### config.mk
export PLATFORM = sky130hd
export DESIGN_NAME = ic_parity_scrubber
export DESIGN_NICKNAME = d
export VERILOG_FILES = /design/src/rtl/ic_scrub_pkg.sv /design/src/rtl/scrub_tag_chk.sv /design/src/rtl/scrub_beat_chk.sv /design/src/rtl/scrub_ctrl.sv /design/src/rtl/ic_parity_scrubber.sv
export SDC_FILE = /design/constraint.sdc
export NUM_CORES = 1
export LEC_CHECK = 0
export BUFFER_PORTS_ARGS = -buffer_cell sky130_fd_sc_hd__buf_2
export CORE_ASPECT_RATIO = 0.5
export CORE_MARGIN = 10
export CORE_UTILIZATION = 40
export DETAILED_ROUTE_END_ITERATION = 8
export PLACE_DENSITY = 0.94
export SLEW_MARGIN = 25
export SYNTH_ARGS = -nofsm -noshare
export SYNTH_HDL_FRONTEND = slang
export SYNTH_SLANG_ARGS = --single-unit
### constraint.sdc
create_clock -name clk -period 3.5 [get_ports clk]
set_clock_uncertainty 0.1 [all_clocks]
set_input_delay 0.175 -clock clk [delete_from_list [all_inputs] [get_ports clk]]
set_output_delay 0.175 -clock clk [all_outputs]
set_load 0.05 [all_outputs]
### src/rtl/ic_scrub_pkg.sv
package ic_scrub_pkg;
  // tag-high positions
  localparam int unsigned VBIT_POS   = 29;
  localparam int unsigned VCOPY_POS  = 27;
  localparam int unsigned LRU_LSB    = 14;
  // tag-low positions
  localparam int unsigned LOWPAR_POS = 10;
  localparam int unsigned HIPAR_POS  = 11;
  localparam int unsigned SPLIT_POS  = 24;

  typedef struct packed {
    logic high_fld;
    logic low_fld;
    logic vcopy;
  } tag_fault_t;

  typedef struct packed {
    logic pre;
    logic ia;
    logic ib;
  } beat_fault_t;
endpackage

### src/rtl/scrub_tag_chk.sv
module scrub_tag_chk
  import ic_scrub_pkg::*;
(
  input  logic [31:0] tag_hi,
  input  logic [63:0] tag_lo,
  output tag_fault_t  fault
);
  logic              vld;
  logic [SPLIT_POS-1:0] low_cov;

  always_comb begin
    vld     = tag_hi[VBIT_POS];
    low_cov = tag_lo[SPLIT_POS-1:0];
    low_cov[LOWPAR_POS] = 1'b0;
    low_cov[HIPAR_POS]  = 1'b0;
    fault.vcopy    = vld ^ tag_hi[VCOPY_POS];
    fault.low_fld  = vld & (tag_lo[LOWPAR_POS] ^ (^low_cov));
    fault.high_fld = vld & (tag_lo[HIPAR_POS] ^ (^tag_lo[63:SPLIT_POS]));
  end

  logic unused_hi;
  assign unused_hi = ^{tag_hi[31:30], tag_hi[28], tag_hi[26:0]};
endmodule

### src/rtl/scrub_beat_chk.sv
module scrub_beat_chk
  import ic_scrub_pkg::*;
#(
  parameter int unsigned INSN_W = 32,
  localparam int unsigned NBYTE  = INSN_W / 8,
  localparam int unsigned SIDE_W = 9 + 2 * NBYTE
) (
  input  logic [SIDE_W-1:0] side,
  input  logic [INSN_W-1:0] insn_a,
  input  logic [INSN_W-1:0] insn_b,
  output beat_fault_t       fault
);
  logic [NBYTE-1:0] nib_a, nib_b;

  // nibble bit k covers instruction byte k (top byte -> top bit)
  for (genvar k = 0; k < NBYTE; k++) begin : g_byte
    assign nib_a[k] = ^insn_a[8*k +: 8];
    assign nib_b[k] = ^insn_b[8*k +: 8];
  end

  always_comb begin
    fault.pre = side[SIDE_W-1] ^ (^side[2*NBYTE +: 8]);
    fault.ia  = side[NBYTE +: NBYTE] != nib_a;
    fault.ib  = side[0 +: NBYTE] != nib_b;
  end
endmodule

### src/rtl/scrub_ctrl.sv
module scrub_ctrl #(
  parameter int unsigned BEATS = 4,
  localparam int unsigned BEAT_W = $clog2(BEATS)
) (
  input  logic              clk,
  input  logic              rst_n,
  input  logic              req_valid,
  input  logic              req_check_data,
  input  logic              beat_valid,
  output logic              req_ready,
  output logic              accept,
  output logic              beat_ready,
  output logic              take,
  output logic [BEAT_W-1:0] beat_idx,
  output logic              done
);
  typedef enum logic {ST_IDLE, ST_BEAT} st_t;
  st_t st_q, st_d;
  logic [BEAT_W-1:0] cnt_q, cnt_d;
  logic done_d, last;

  assign req_ready  = (st_q == ST_IDLE);
  assign beat_ready = (st_q == ST_BEAT);
  assign accept     = req_valid & req_ready;
  assign take       = beat_valid & beat_ready;
  assign last       = (cnt_q == BEAT_W'(BEATS - 1));
  assign beat_idx   = cnt_q;

  always_comb begin
    st_d   = st_q;
    cnt_d  = cnt_q;
    done_d = 1'b0;
    if (accept) begin
      cnt_d  = '0;
      st_d   = req_check_data ? ST_BEAT : ST_IDLE;
      done_d = ~req_check_data;
    end else if (take) begin
      cnt_d = cnt_q + 1'b1;
      if (last) begin
        st_d   = ST_IDLE;
        done_d = 1'b1;
      end
    end
  end

  always_ff @(posedge clk or negedge rst_n) begin
    if (!rst_n) begin
      st_q  <= ST_IDLE;
      cnt_q <= '0;
      done  <= 1'b0;
    end else begin
      st_q  <= st_d;
      cnt_q <= cnt_d;
      done  <= done_d;
    end
  end
endmodule

### src/rtl/ic_parity_scrubber.sv
module ic_parity_scrubber
  import ic_scrub_pkg::*;
#(
  parameter int unsigned WAYS     = 4,
  parameter int unsigned BEATS    = 4,
  parameter int unsigned INSN_W   = 32,
  parameter int unsigned IDX_W    = 13,
  parameter logic [12:0] SET_MASK = 13'h1fe0,
  localparam int unsigned WAY_W  = $clog2(WAYS),
  localparam int unsigned BEAT_W = $clog2(BEATS),
  localparam int unsigned SIDE_W = 9 + 2 * (INSN_W / 8),
  localparam int unsigned OFF_LSB = $clog2(2 * INSN_W / 8),
  localparam int unsigned ADDR_W = IDX_W + WAY_W
) (
  input  logic              clk,
  input  logic              rst_n,
  input  logic              req_valid,
  output logic              req_ready,
  input  logic              req_check_data,
  input  logic [WAY_W-1:0]  req_way,
  input  logic [IDX_W-1:0]  req_index,
  input  logic [31:0]       req_tag_hi,
  input  logic [63:0]       req_tag_lo,
  input  logic              beat_valid,
  output logic              beat_ready,
  output logic [ADDR_W-1:0] beat_addr,
  input  logic [SIDE_W-1:0] beat_side,
  input  logic [INSN_W-1:0] beat_insn_a,
  input  logic [INSN_W-1:0] beat_insn_b,
  output logic              done,
  output logic              tag_err,
  output logic              data_err,
  output logic              vpar_err,
  output logic              tag_low_err,
  output logic              tag_high_err,
  output logic              predecode_err,
  output logic              insn_a_err,
  output logic              insn_b_err,
  output logic [BEATS-1:0]  beat_err,
  output logic [WAY_W-1:0]  lru_oldest,
  output logic [WAY_W-1:0]  lru_newest
);
  logic              accept, take;
  logic [BEAT_W-1:0] beat_idx;
  tag_fault_t        tag_f, tagf_q, tagf_d;
  beat_fault_t       bt_f, dat_q, dat_d;
  logic [BEATS-1:0]  berr_q, berr_d;
  logic [WAY_W-1:0]  way_q, way_d;
  logic [IDX_W-1:0]  idx_q, idx_d;
  logic [WAY_W-1:0]  old_q, old_d, new_q, new_d;
  logic [IDX_W-1:0]  beat_off;

  scrub_ctrl #(.BEATS(BEATS)) u_ctrl (
    .clk(clk), .rst_n(rst_n), .req_valid(req_valid),
    .req_check_data(req_check_data), .beat_valid(beat_valid),
    .req_ready(req_ready), .accept(accept), .beat_ready(beat_ready),
    .take(take), .beat_idx(beat_idx), .done(done)
  );

  scrub_tag_chk u_tag (
    .tag_hi(req_tag_hi), .tag_lo(req_tag_lo), .fault(tag_f)
  );

  scrub_beat_chk #(.INSN_W(INSN_W)) u_beat (
    .side(beat_side), .insn_a(beat_insn_a), .insn_b(beat_insn_b),
    .fault(bt_f)
  );

  always_comb begin
    tagf_d = tagf_q;
    dat_d  = dat_q;
    berr_d = berr_q;
    way_d  = way_q;
    idx_d  = idx_q;
    old_d  = old_q;
    new_d  = new_q;
    if (accept) begin
      tagf_d = tag_f;
      dat_d  = '0;
      berr_d = '0;
      way_d  = req_way;
      idx_d  = req_index;
      old_d  = req_tag_hi[LRU_LSB +: WAY_W];
      new_d  = req_tag_hi[LRU_LSB + (WAYS - 1) * WAY_W +: WAY_W];
    end else if (take) begin
      dat_d            = dat_q | bt_f;
      berr_d[beat_idx] = |bt_f;
    end
  end

  always_ff @(posedge clk or negedge rst_n) begin
    if (!rst_n) begin
      tagf_q <= '0;
      dat_q  <= '0;
      berr_q <= '0;
      way_q  <= '0;
      idx_q  <= '0;
      old_q  <= '0;
      new_q  <= '0;
    end else if (accept | take) begin
      tagf_q <= tagf_d;
      dat_q  <= dat_d;
      berr_q <= berr_d;
      way_q  <= way_d;
      idx_q  <= idx_d;
      old_q  <= old_d;
      new_q  <= new_d;
    end
  end

  assign beat_off      = IDX_W'(beat_idx) << OFF_LSB;
  assign beat_addr     = {way_q, (idx_q & SET_MASK) | beat_off};
  assign vpar_err      = tagf_q.vcopy;
  assign tag_low_err   = tagf_q.low_fld;
  assign tag_high_err  = tagf_q.high_fld;
  assign tag_err       = |tagf_q;
  assign predecode_err = dat_q.pre;
  assign insn_a_err    = dat_q.ia;
  assign insn_b_err    = dat_q.ib;
  assign data_err      = |dat_q;
  assign beat_err      = berr_q;
  assign lru_oldest    = old_q;
  assign lru_newest    = new_q;
endmodule

==> implementation parameters <==
Parameter                              Value

Status
  Status    finished, final reports clean

Logic synthesis
  Top cells by area in the synthesized netlist    xnor2_1, dfrtp_1, xor2_1, xnor3_1, nand2_1
  Avg Synthesized Cell Area    between 9 and 10 µm²
  Mapped cell area    roughly 0.0024 mm²
  Gate Count Post-Synth    252
  Fraction of the yosys area taken by sequential cells    0.290
  Seq cells post-synth    28
  Yosys top cell by area    xnor2_1
  Post-synth top area share    0.337
  Yosys warning total    0
  Number of library cell types mapped by synthesis    25

GRT
  Maximum number of pins on one net before global-route repair    29
  Global-route wire length before repair    ~12000 µm
  Number of global-route vias before repair    approximately 2600
  Initial antenna violation count    0
  Total overflow reported by the global router    0
  Global-route total usage across every layer    0.152

Cells and area
  Register Area    roughly 700 µm²
  Diode count    0
  # nets final    roughly 650
  Layout cells sized above 1    0.449
  Final-layout fill cell count    slightly above 500
  Post-Route Utilization    0.631
  Combined area of the multi-input logic cells    between 0.0015 and 0.002 mm²
  Fin area    0.00357 mm²
  Finished Layout Cells    between 500 and 600
  Area added between synthesis and finish    48.0%

Floorplan
  Core outline area    around 0.0057 mm²
  Starting utilization of the core area    0.427
  Die span in x    between 100 and 150 µm
  Boundary pin count    231
  Row count    19
  Die area    0.00973 mm²
  Vertical extent of the die    ~75 µm

Route
  Final antenna-violating net count    0
  Number of vias per cell    between 4 and 5
  Routed len/inst    15.1 µm
  Count of vias placed by the detailed router    around 2400
  Detailed Route Iter0 Violations    between 100 and 150
  Number of remaining DRC errors    0
  Detailed Routing Iterations Pass 1    4
  Final wirelength    7890 µm

STA
  Post-layout minimum cycle time    ~1.8 ns
  Relative slew margins    0.457
  Setup repair after global routing missed its margin    no
  Pin slew with the least headroom to its limit    ~0.81 ns
  Hold violation count in the final report    0
  Number of pins with negative max-slew slack in the final report    0
  Fmax    roughly 560 MHz
  Endpoints failing setup    0
  Share of the clock period used by the worst path after layout    0.513
  Setup TNS    0 ns

Place
  Cell area after placement    between 0.003 and 0.004 mm²
  Half-perimeter wire length of the detailed placement result    7100 µm
  Number of placed instances with taps included    517
  Number of buffers inserted by port buffering    approximately 200
  Gpl congestion    0.774

Power
  Total Power Consumption    around 2.4 mW
  Maximum vdd ir drop    about 350 µV
  Leakage power figure    ~1.9 nW
  Power Density    approximately 680 mW/mm²

Run
  Max-cap violation count    0

Worst setup path
  Slowest cell on the critical path    nor2b_1
  Worst Setup Start Kind    register
  Crit path cell chain    nor2b_1, buf_4, nor2_1, a22o_1
  Worst Path Buf+Inv    1
  Worst Setup Path Type    reg2reg
  R2R setup slack    1.70 ns
  Data required time at the worst endpoint    3.55 ns
  Maximum fanout along the worst path    10
  CP delay by family, top    simple AND/OR/NAND/NOR gates
  Largest incremental delay on the critical path    ~0.56 ns
  Data arrival time at the worst-slack endpoint    1.85 ns
  Worst setup EP type    register

CTS
  Root buf cell    clkbuf_16
  Number of buffers created by CTS    3
  Later-pin clock latency in the skew report    0.26 ns
  CTS tree    built
  Number of H-tree levels    1
  Clock Sinks    28
  Clock input transition at the sequential cells of the worst setup and hold paths    approximately 0.060 ns
  Buffers from clock root to sink, at most    2

Hold path
  Hold Path Class    in2reg
## cells in the final DEF, fill, tap and decap left out, drive strengths merged, types with 2 or more instances in the layout
| cell type | netlist | final |
|---|---|---|
| dlygate4sd3 | 0 | 2 |
| xnor3 | 9 | 9 |
| nor2 | 7 | 7 |
| a21oi | 8 | 8 |
| conb | 1 | 3 |
| nand2 | 47 | 47 |
| nand4 | 2 | 2 |
| ha | 4 | 4 |
| or3 | 2 | 2 |
| a31oi | 4 | 4 |
| xnor2 | 93 | 93 |
| and3 | 4 | 4 |
| buf | 4 | 197 |
| dfrtp | 28 | 28 |
| inv | 4 | 4 |
| xor2 | 24 | 24 |
| o31ai | 2 | 2 |
| clkbuf | 3 | 4 |
## registers in the layout, indices dropped and copies added, names as in the netlist
register           flops
u_ctrl.done            1
u_ctrl.beat_idx        2
tag_high_err           1
u_ctrl.beat_ready      1
idx_q                  8
predecode_err          1
vpar_err               1
insn_b_err             1
insn_a_err             1
beat_err               4
lru_newest             2
tag_low_err            1
way_q                  2
lru_oldest             2
## synth_stat cells
library cell / number
ha_1: 4
nand4_1: 2
and2_1: 1
and3_1: 4
nor2b_1: 1
a31oi_1: 4
xor2_1: 24
o21a_1: 1
inv_1: 4
xnor2_1: 93
dfrtp_1: 28
o31ai_2: 1
buf_4: 3
o31ai_1: 1
o21ai_0: 1
clkbuf_1: 3
or3_1: 2
o21bai_1: 1
a22o_1: 1
conb_1: 1
nor2_1: 7
a21oi_1: 8
buf_1: 1
nand2_1: 47
xnor3_1: 9
## per-stage QoR
stage | setup slack (ns) | hold WS, ns
floorplan | 1.50 | -0.221
global placement | 1.61 | 0.120
detailed placement | 1.60 | 0.118
CTS | 1.70 | 0.00324
global route | 1.51 | 0.00251
finish | 1.70 | 0.00871
## final timing paths
| path | end | startpoint | cells past startpoint |
|---|---|---|---|
| setup / recovery | u_ctrl.beat_idx[1]$_DFFE_PN0P_ | u_ctrl.beat_ready$_DFFE_PN0P_ | 4 |
| max in group asynchronous | lru_newest[0]$_DFFE_PN0P_ | rst_n | 2 |
| setup reg to reg | u_ctrl.beat_idx[1]$_DFFE_PN0P_ | u_ctrl.beat_ready$_DFFE_PN0P_ | 4 |
| min in group asynchronous | idx_q[10]$_DFFE_PN0P_ | rst_n | 2 |
| hold reg to reg | lru_newest[0]$_DFFE_PN0P_ | lru_newest[0]$_DFFE_PN0P_ | 2 |
| hold / removal | lru_newest[1]$_DFFE_PN0P_ | req_tag_hi[21] | 3 |
## where the power goes
part / total (mW) / switching, mW / internal, mW
sequential: 0.575 / 0.101 / 0.475
clock: 0.274 / 0.0990 / 0.175
combinational: 1.57 / 1.04 / 0.533
total: 2.42 / 1.24 / 1.18
## layout make-up
| cell class | instances | share of cell area |
|---|---|---|
| repair buffers | 199 | 0.282 |
| well taps | 73 | 0.0256 |
| clock buffers | 4 | 0.0249 |
| flip-flops and latches | 28 | 0.196 |
| multi-input cells | 215 | 0.467 |
| inverters | 4 | 0.00420 |
## worst register-to-register path, delay by kind of cell (launching register included)
kind	cells	cell delay, ns
buf+inv	1	0.30
flops	1	0.48
simple gates	2	0.63
compound gates	1	0.17
## metal layers
layer | share of wire | global-route usage | up-vias
li1 | - | - | 1187
met1 | 0.31 | 0.133 | 1099
met2 | 0.61 | 0.342 | 68
met3 | 0.060 | 0.0343 | 8
met4 | 0.015 | 0.0371 | 0
met5 | 0 | 0 | -
## timing repair
| item | in CTS | in global routing |
|---|---|---|
| buffers inserted | 0 | 0 |
| resized for setup | 0 | 0 |
| setup endpoints to repair | 0 | 0 |
| hold endpoints to repair | 28 | 1 |
| hold buffers | 1 | 1 |
## cells by family after synthesis
kind of cell | count (synthesis) | synth area share
buffers and inverters | 11 | 0.0218
AOI/OAI and AO/OA | 18 | 0.0472
xor gates and xnor gates | 126 | 0.509
other | 1 | 0.00155
adders and majority gates | 4 | 0.0207
and+or+nand+nor | 64 | 0.110
DFF | 28 | 0.290
Power figures use the tool's default switching activity.
